[config.mk]
export PLATFORM = sky130hd
export DESIGN_NAME = tick_timer
export DESIGN_NICKNAME = d
export VERILOG_FILES = /design/src/rtl/tick_timer_pkg.sv /design/src/rtl/tick_timer_bus.sv /design/src/rtl/tick_timer_ctrl.sv /design/src/rtl/tick_timer_counter.sv /design/src/rtl/tick_timer.sv
export SDC_FILE = /design/constraint.sdc
export NUM_CORES = 1
export LEC_CHECK = 0
export BUFFER_PORTS_ARGS = -buffer_cell sky130_fd_sc_hd__buf_2
export CORE_UTILIZATION = 60
export CTS_BUF_LIST = sky130_fd_sc_hd__clkbuf_8
export CTS_CLUSTER_SIZE = 40
export DETAILED_ROUTE_END_ITERATION = 12
export PLACE_DENSITY = 0.88
export RECOVER_POWER = 25
export SLEW_MARGIN = 20
export SYNTH_ARGS = -nofsm -noshare
export SYNTH_HDL_FRONTEND = slang
export SYNTH_SLANG_ARGS = --single-unit
[constraint.sdc]
create_clock -name clk -period 3.14 [get_ports clk]
set_clock_uncertainty 0.05 [all_clocks]
set_input_delay 0.157 -clock clk [delete_from_list [all_inputs] [get_ports clk]]
set_output_delay 0.157 -clock clk [all_outputs]
set_load 0.005 [all_outputs]
[src/rtl/tick_timer_pkg.sv]
// Shared definitions of the system tick timer: register selects, field
// positions and the calibration word built from parameters.
package tick_timer_pkg;

    typedef enum logic [1:0] {
        SEL_CTRL    = 2'd0,
        SEL_RELOAD  = 2'd1,
        SEL_CURRENT = 2'd2,
        SEL_CALIB   = 2'd3
    } reg_sel_e;

    localparam int BIT_EN    = 0;
    localparam int BIT_IE    = 1;
    localparam int BIT_SRC   = 2;
    localparam int BIT_FLAG  = 16;
    localparam int BIT_NOREF = 31;
    localparam int BIT_SKEW  = 30;

    // Calibration word: ticks per ten milliseconds minus one, plus exactness and presence bits.
    function automatic logic [31:0] calib_word(input bit has_ref, input longint unsigned ref_hz);
        logic [31:0]     w;
        longint unsigned ticks;
        w = '0;
        if (!has_ref) begin
            w[BIT_NOREF] = 1'b1;
        end else begin
            ticks    = ref_hz / 100;
            w[23:0]  = 24'(ticks - 1);
            if ((ticks * 100) != ref_hz || ticks == 0 || (ticks - 1) > 64'hFF_FFFF) begin
                w[BIT_SKEW] = 1'b1;
            end
        end
        return w;
    endfunction

endpackage

[src/rtl/tick_timer_bus.sv]
// Register window decode for the system tick timer.
// Assumes one single-cycle request at a time. It returns combinational read
// data and error, and it raises one write or read strobe only for an access
// that is privileged, full-word and mapped.
module tick_timer_bus
    import tick_timer_pkg::*;
#(
    parameter int ADDR_W = 8,
    parameter int CNT_W  = 24
) (
    input  logic              req_valid,
    input  logic              req_write,
    input  logic              req_priv,
    input  logic              req_word,
    input  logic [ADDR_W-1:0] req_addr,
    input  logic [31:0]       ctrl_word,
    input  logic [CNT_W-1:0]  reload_val,
    input  logic [CNT_W-1:0]  count_val,
    input  logic [31:0]       calib_val,
    output logic [31:0]       rsp_rdata,
    output logic              rsp_err,
    output logic              rd_ctrl,
    output logic              wr_ctrl,
    output logic              wr_reload,
    output logic              wr_current
);

    localparam int PAD_W = 32 - CNT_W;

    logic     allowed;
    logic     mapped;
    reg_sel_e sel;

    // Classify the access: allowed attributes, and whether the offset hits a register.
    always_comb begin
        allowed = req_valid && req_priv && req_word;
        mapped  = ((req_addr >> 4) == '0) && (req_addr[1:0] == 2'b00);
        sel     = reg_sel_e'(req_addr[3:2]);
        rsp_err = req_valid && !(req_priv && req_word);
    end

    // Raise the per-register strobes for accepted accesses.
    always_comb begin
        rd_ctrl    = allowed && mapped && !req_write && (sel == SEL_CTRL);
        wr_ctrl    = allowed && mapped &&  req_write && (sel == SEL_CTRL);
        wr_reload  = allowed && mapped &&  req_write && (sel == SEL_RELOAD);
        wr_current = allowed && mapped &&  req_write && (sel == SEL_CURRENT);
    end

    // Select read data; anything refused, unmapped or written reads as zero.
    always_comb begin
        rsp_rdata = '0;
        if (allowed && mapped && !req_write) begin
            case (sel)
                SEL_CTRL:    rsp_rdata = ctrl_word;
                SEL_RELOAD:  rsp_rdata = {{PAD_W{1'b0}}, reload_val};
                SEL_CURRENT: rsp_rdata = {{PAD_W{1'b0}}, count_val};
                default:     rsp_rdata = calib_val;
            endcase
        end
    end

endmodule

[src/rtl/tick_timer_ctrl.sv]
// Control/status state of the system tick timer: enable, interrupt enable,
// source select and the sticky expiry flag. It turns enable transitions into
// start and stop commands. It assumes expire is already suppressed for a
// cycle that holds a current-value write.
module tick_timer_ctrl
    import tick_timer_pkg::*;
#(
    parameter bit HAS_REF = 1'b1
) (
    input  logic       clk,
    input  logic       rst_n,
    input  logic       wr_ctrl,
    input  logic       rd_ctrl,
    input  logic       wr_current,
    input  logic [2:0] wdata,
    input  logic       expire,
    output logic       en,
    output logic       ie,
    output logic       use_core,
    output logic       flag,
    output logic       run_on,
    output logic       run_off
);

    localparam logic SRC_RESET = !HAS_REF;

    // Start on an enable 0->1 write and stop on an enable 1->0 write.
    always_comb begin
        run_on  = wr_ctrl &&  wdata[BIT_EN] && !en;
        run_off = wr_ctrl && !wdata[BIT_EN] &&  en;
    end

    // Hold the writable control bits; the source bit is forced high without a reference.
    always_ff @(posedge clk) begin
        if (!rst_n) begin
            en       <= 1'b0;
            ie       <= 1'b0;
            use_core <= SRC_RESET;
        end else if (wr_ctrl) begin
            en       <= wdata[BIT_EN];
            ie       <= wdata[BIT_IE];
            use_core <= wdata[BIT_SRC] || !HAS_REF;
        end
    end

    // Sticky flag: set on expiry, cleared by a status read or a current-value write.
    always_ff @(posedge clk) begin
        if (!rst_n) begin
            flag <= 1'b0;
        end else if (expire) begin
            flag <= 1'b1;
        end else if (rd_ctrl || wr_current) begin
            flag <= 1'b0;
        end
    end

endmodule

[src/rtl/tick_timer_counter.sv]
// Down-counter, reload register and run state of the system tick timer.
// Assumes ref_tick is synchronous to clk and that start, stop and the
// register writes come in from a single access at a time.
module tick_timer_counter #(
    parameter int CNT_W = 24
) (
    input  logic             clk,
    input  logic             rst_n,
    input  logic             ref_tick,
    input  logic             use_core,
    input  logic             ie,
    input  logic             run_on,
    input  logic             run_off,
    input  logic             wr_reload,
    input  logic             wr_current,
    input  logic [CNT_W-1:0] wdata,
    output logic [CNT_W-1:0] count,
    output logic [CNT_W-1:0] reload,
    output logic             running,
    output logic             expire,
    output logic             irq_pulse
);

    localparam logic [CNT_W-1:0] ONE = CNT_W'(1);

    logic count_edge;
    logic reload_zero;

    // Qualify the count edge and detect expiry, which a current-value write suppresses.
    always_comb begin
        count_edge  = running && (use_core || ref_tick);
        reload_zero = (reload == '0);
        expire      = count_edge && (count == ONE) && !wr_current;
    end

    // Reload register: keep only the low count bits of the write data.
    always_ff @(posedge clk) begin
        if (!rst_n) begin
            reload <= '0;
        end else if (wr_reload) begin
            reload <= wdata;
        end
    end

    // Count: zero on a current-value write, reload at zero, otherwise decrement.
    always_ff @(posedge clk) begin
        if (!rst_n) begin
            count <= '0;
        end else if (wr_current) begin
            count <= '0;
        end else if (count_edge) begin
            if (count == '0) begin
                count <= reload;
            end else begin
                count <= count - ONE;
            end
        end
    end

    // Run state: enable commands take priority, then the zero-reload halts.
    always_ff @(posedge clk) begin
        if (!rst_n) begin
            running <= 1'b0;
        end else if (run_off) begin
            running <= 1'b0;
        end else if (run_on) begin
            running <= 1'b1;
        end else if ((wr_current || expire) && reload_zero) begin
            running <= 1'b0;
        end
    end

    // Interrupt request: one cycle after an expiry with interrupts enabled.
    always_ff @(posedge clk) begin
        if (!rst_n) begin
            irq_pulse <= 1'b0;
        end else begin
            irq_pulse <= expire && ie;
        end
    end

endmodule

[src/rtl/tick_timer.sv]
// System tick timer top: register window, control state, counter and
// calibration constant. Assumes a single synchronous clock domain, with
// ref_tick already qualified into that domain.
module tick_timer
    import tick_timer_pkg::*;
#(
    parameter int          ADDR_W  = 8,
    parameter bit          HAS_REF = 1'b1,
    parameter int unsigned REF_HZ  = 32768
) (
    input  logic              clk,
    input  logic              rst_n,
    input  logic              ref_tick,
    input  logic              req_valid,
    input  logic              req_write,
    input  logic              req_priv,
    input  logic              req_word,
    input  logic [ADDR_W-1:0] req_addr,
    input  logic [31:0]       req_wdata,
    output logic [31:0]       rsp_rdata,
    output logic              rsp_err,
    output logic              irq_pulse
);

    localparam int          CNT_W     = 24;
    localparam logic [31:0] CALIB_VAL = calib_word(HAS_REF, longint'(REF_HZ));

    logic             rd_ctrl, wr_ctrl, wr_reload, wr_current;
    logic             st_en, st_ie, st_core, st_flag;
    logic             run_on, run_off, st_running, expire;
    logic [CNT_W-1:0] cnt_val, rld_val;
    logic [31:0]      ctrl_word;

    // Assemble the control/status read word from its fields.
    always_comb begin
        ctrl_word           = '0;
        ctrl_word[BIT_EN]   = st_en;
        ctrl_word[BIT_IE]   = st_ie;
        ctrl_word[BIT_SRC]  = st_core;
        ctrl_word[BIT_FLAG] = st_flag;
    end

    tick_timer_bus #(.ADDR_W(ADDR_W), .CNT_W(CNT_W)) u_bus (
        .req_valid  (req_valid),
        .req_write  (req_write),
        .req_priv   (req_priv),
        .req_word   (req_word),
        .req_addr   (req_addr),
        .ctrl_word  (ctrl_word),
        .reload_val (rld_val),
        .count_val  (cnt_val),
        .calib_val  (CALIB_VAL),
        .rsp_rdata  (rsp_rdata),
        .rsp_err    (rsp_err),
        .rd_ctrl    (rd_ctrl),
        .wr_ctrl    (wr_ctrl),
        .wr_reload  (wr_reload),
        .wr_current (wr_current)
    );

    tick_timer_ctrl #(.HAS_REF(HAS_REF)) u_ctrl (
        .clk        (clk),
        .rst_n      (rst_n),
        .wr_ctrl    (wr_ctrl),
        .rd_ctrl    (rd_ctrl),
        .wr_current (wr_current),
        .wdata      (req_wdata[2:0]),
        .expire     (expire),
        .en         (st_en),
        .ie         (st_ie),
        .use_core   (st_core),
        .flag       (st_flag),
        .run_on     (run_on),
        .run_off    (run_off)
    );

    tick_timer_counter #(.CNT_W(CNT_W)) u_counter (
        .clk        (clk),
        .rst_n      (rst_n),
        .ref_tick   (ref_tick),
        .use_core   (st_core),
        .ie         (st_ie),
        .run_on     (run_on),
        .run_off    (run_off),
        .wr_reload  (wr_reload),
        .wr_current (wr_current),
        .wdata      (req_wdata[CNT_W-1:0]),
        .count      (cnt_val),
        .reload     (rld_val),
        .running    (st_running),
        .expire     (expire),
        .irq_pulse  (irq_pulse)
    );

endmodule

Word level (Yosys, flattened, before mapping) --
Index checks and enable logic that the tools add are counted.
Word-level totals: register bits 54, logic and storage cells 58
Operators by class: add/subtract/negate cells 1, equal/unequal tests 3, muxes and demuxes 7, bitwise operators 1, reductions and logical operators 38
Operator list (count):
- one-hot mux 31 bit (3 select lines) | 1
- logical NOT 24 bit | 2
- 2-to-1 mux 31 bit | 1
- equality test 24 x 1 -> 1 bit, second input constant | 1
- 2-to-1 mux 24 bit | 1
- subtractor 24 x 1 -> 24 bit, second input constant | 1
- logical AND 1 bit | 21
- logical NOT 8 bit | 1
- logical NOT 1 bit | 5
- logical NOT 2 bit | 2
- 2-to-1 mux 1 bit | 4
- nonzero test 2 bit | 2
- OR reduction 2 bit | 2
- logical OR 1 bit | 3
- equality test 2 x 1 -> 1 bit, second input constant | 1
- equality test 2 bit, second input constant | 1
- inverter 1 bit | 1

Logic depth before layout (Yosys ltp) --
depth in word-level cells 11, gate-level depth with buffers 11

By module --
Synthesis repeated with hierarchy kept, for this count alone.
Unflattened totals: cells, all modules 416, area, all modules 3960.0 um^2
By module, submodules not included:
- tick_timer_counter | instances 1, cells each 310, area each 2661.3 um^2
- tick_timer_bus | instances 1, cells each 88, area each 1119.8 um^2
- tick_timer_ctrl | instances 1, cells each 16, area each 171.4 um^2
- tick_timer | instances 1, cells each 2, area each 7.5 um^2

Worst setup path after synthesis --
No wires, ideal clock.
path kind flip-flop to flip-flop, from register u_counter.count[0], to register u_counter.count[6], library setup time 0.070 ns, data arrival time 2.000 ns, required time 3.020 ns, path slack 1.020 ns, cell stages (with the launch flop) 11, clock period less this slack 2.120 ns, path through dfxtp_1 -> inv_1 -> ha_1 -> nor4b_1 -> and4_1 -> buf_4 -> and2b_1 -> buf_4 -> or3_1 -> a21o_1 -> a21oi_1
Between the ends: word-level cells in the longest chain between the ends 2, elaborated cells between the ends (all ways) 3, those cells by class add/sub (1); mux (1); reduce/logical (1)
RTL lines:
- start: declaration | line tick_timer_counter.sv:17 | output logic [CNT_W-1:0] count,
- start signal: assignment | line tick_timer_counter.sv:53 | count <= reload;
- start signal: assignment | line tick_timer_counter.sv:55 | count <= count - ONE;
- subtractor 24 x 1 -> 24 bit or logical NOT 24 bit (tied branches) | line tick_timer_counter.sv:55, tick_timer_counter.sv:52
- 2-to-1 mux 24 bit * | line tick_timer_counter.sv:52 | if (count == '0) begin
Every way passes the cells marked *; elsewhere a longest branch is shown, timed or not. A chain may end at the register's enable or synchronous reset.

Final worst setup path --
from register u_counter.count[0], to register u_counter.count[8]
Same word-level chain as after synthesis.

==> results.toml <==
[pwr]
p_int_mw = 0.950
power.share.combinational = 0.058
seqPwrFrac = 0.554
power_mw = 1.24
ir_worst_vdd_mv = 0.223
p_leak_nw = 1.38
switchingPower_mw = 0.285
p_clk_frac = 0.388
swShare = 0.231
powerDensity_nw_per_um2 = 333

[clocking]
cts_tree = "built"
cts_resized = 0
cts.path.max_buffers = 2
root_buffer = "clkbuf_8"
clock_latency_ns = 0.32
postCtsHoldBufs = 0
cts_num_sinks = 54
cts-buffers-inserted = 5
clk_pin_slew_ns = 0.11
cts-htree-levels = 2
post_cts_buffers = 0

[synthesis]
yosysWarnings = 0
yosys_register_bits = 54
synth-edff-count = 0
yosysUniqueCellTypes = 52
async_flop_share = 0
synth_top_flop_cell = "dfxtp_1"
postSynthAreaPerCell_um2 = 7.41
synth_area_um2 = 3290
ys_seq_area_frac = 0.329
syn_inst = 444

[placement]
placedCellCount = 559
globalplace.congestion = 0.939
io_buffers = 65
dpl.hpwl_mm = 6.64

[route]
postRouteAntennaNets = 0
drc = 0
drt-pass1-iter-count = 6
vias = 3555
wl_per_cell_um = 16.5
wirelength_mm = 9.38
drt_iter0_drc = 425
via_per_inst = 6.27

[critical_path]
required_ns = 3.30
critical-path-top-delay-family = "simple AND/OR/NAND/NOR gates"
cp.buffers_inverters = 1
criticalPathCategory = "flop to flop"
endpoint_kind = "flop"
crit_chain = "inv_1 > ha_1 > nor4b_1 > and4_1 > nand2b_1 > mux2_2 > a22oi_1 > nor2_1"
crit_path_start_kind = "flop"
critPathSlowestCell = "dfxtp_1"
max_stage_delay_ns = 0.50
crit_fanout = 15
crit_arrival_ns = 2.69

[die]
row_count = 26
die_w_um = 76.0
die_y_um = 76.0
dieArea_um2 = 5780
core_um2 = 5200
pin_count = 81
initial_utilization = 0.632

[outcome]
outcome = "finished clean"

[timing]
final.setup.tns_ns = 0
setup_viol = 0
rsz0062_at_grt = "no"
hold_viol = 0
drv_slew = 0
worst_pin_slew_ns = 1.06
min_period_over_period = 0.807
slew_headroom = 0.296
max_freq_ghz = 0.395
fin_crit_ns = 2.53

[grt]
overflow = 0
antenna_found_initial = 0
grt_max_degree = 32
grt_pass1_wl_mm = 15.2
grt_pass1_vias = 3107
grt_use_total = 0.326

[hold_path]
hold_class = "input port to flop"

[layout]
antenna_cells = 0
postLayoutCoreUtil = 0.713
final_nets = 546
drive_above_1_share = 0.183
syn2layout_area_growth_pct = 12.9
stdcell_count = 567

[flow_run]
maxCapViolCount = 0
## cell type report
cell class                      count  area [um^2]
Timing Repair Buffer               76          403
Clock inverter                      3         41.3
Tap cell                           70         87.6
Sequential cell                    54         1080
Clock buffer                        5         68.8
Inverter                            6         22.5
Fill cell                         445         1490
Multi-Input combinational cell    353         2010
## registers in the layout, indices dropped and copies added (netlist names)
| name | flops |
|---|---|
| u_ctrl.en | 1 |
| u_ctrl.ie | 1 |
| u_ctrl.flag | 1 |
| u_counter.reload | 24 |
| u_ctrl.use_core | 1 |
| u_counter.irq_pulse | 1 |
| u_counter.count | 24 |
| u_counter.running | 1 |
## final timing paths
| kind | from | to | slack (ns) | depth (start not counted) |
|---|---|---|---|---|
| max reg2reg | u_counter.count[0] | u_counter.count[8] | 0.61 | 8 |
| min | req_wdata[13] | u_counter.reload[13] | 0.02 | 3 |
| max | u_counter.count[0] | u_counter.count[8] | 0.61 | 8 |
| min reg2reg | u_ctrl.flag | u_ctrl.flag | 0.43 | 2 |
## worst register-to-register path: cells and delay by family (launching register included)
| kind | cells | cell delay (ns) |
|---|---|---|
| compound gates | 1 | 0.13 |
| fa+ha+maj | 1 | 0.20 |
| buf+inv | 1 | 0.12 |
| flops | 1 | 0.50 |
| mux | 1 | 0.41 |
| simple gates | 4 | 1.01 |
## metrics by stage
stage / hold WS (ns) / instance area [um^2] / setup slack (ns)
after floorplan: 0.241 / 3310 / 1.02
after global placement: 0.350 / 3620 / 0.624
after detailed placement: 0.356 / 3620 / 0.635
after CTS: 0.0177 / 3730 / 0.636
after global routing: 0.0336 / 3710 / 0.370
final: 0.0232 / 3710 / 0.605
## power groups by stage
stage	registers (mW)	logic, mW	clock network (mW)
2_1_floorplan	0.700	0.0406	0
3_3_place_gp	0.700	0.0704	0
3_5_place_dp	0.700	0.0723	0
4_1_cts	0.684	0.0725	0.475
5_1_grt	0.685	0.0776	0.496
6_report	0.685	0.0714	0.480
## cell families after synthesis
group | after synthesis | synth area share
multiplexers | 8 | 0.0255
buffers and inverters | 43 | 0.0631
AND/OR/NAND/NOR | 200 | 0.308
adder cells (fa/ha/maj) | 3 | 0.0114
other | 1 | 0.00114
flip-flops | 54 | 0.329
AO/OA/AOI/OAI | 135 | 0.262
## per-layer routing
layer,vias up,global-route usage,wire (um)
met5,-,0,0
met4,0,0.131,242
met3,26,0.0527,778
met2,177,0.521,4240
met1,1670,0.441,4120
li1,1682,-,-
## Yosys cell counts (all sizes together), types with 4 or more instances
cell | number | area (um^2)
a21o | 6 | 45.0
nor4 | 16 | 166
nor2 | 47 | 176
buf | 15 | 103
a21boi | 24 | 180
nand2b | 5 | 31.3
clkbuf | 22 | 82.6
nand4 | 5 | 31.3
inv | 6 | 22.5
mux2i | 5 | 50.1
a31oi | 4 | 25.0
nor2b | 5 | 31.3
and2 | 5 | 32.5
a22oi | 21 | 158
o21ai | 27 | 135
nand3 | 11 | 60.1
o22ai | 5 | 31.3
o31ai | 4 | 30.0
a21oi | 32 | 160
dfxtp | 54 | 1080
nor3 | 13 | 65.1
nand2 | 78 | 293
## placed cells by master, fill, tap and decap left out, types with 7 or more instances in the layout
master / instances
a21boi_0: 19
dfxtp_1: 54
buf_2: 64
a22oi_1: 21
o21ai_0: 16
conb_1: 7
nor3_1: 13
nor4_1: 12
inv_1: 7
nor2_1: 47
buf_4: 10
nand2_1: 78
o21ai_1: 11
a21oi_1: 32
nand3_1: 10
(Power assumes the default switching activity.)
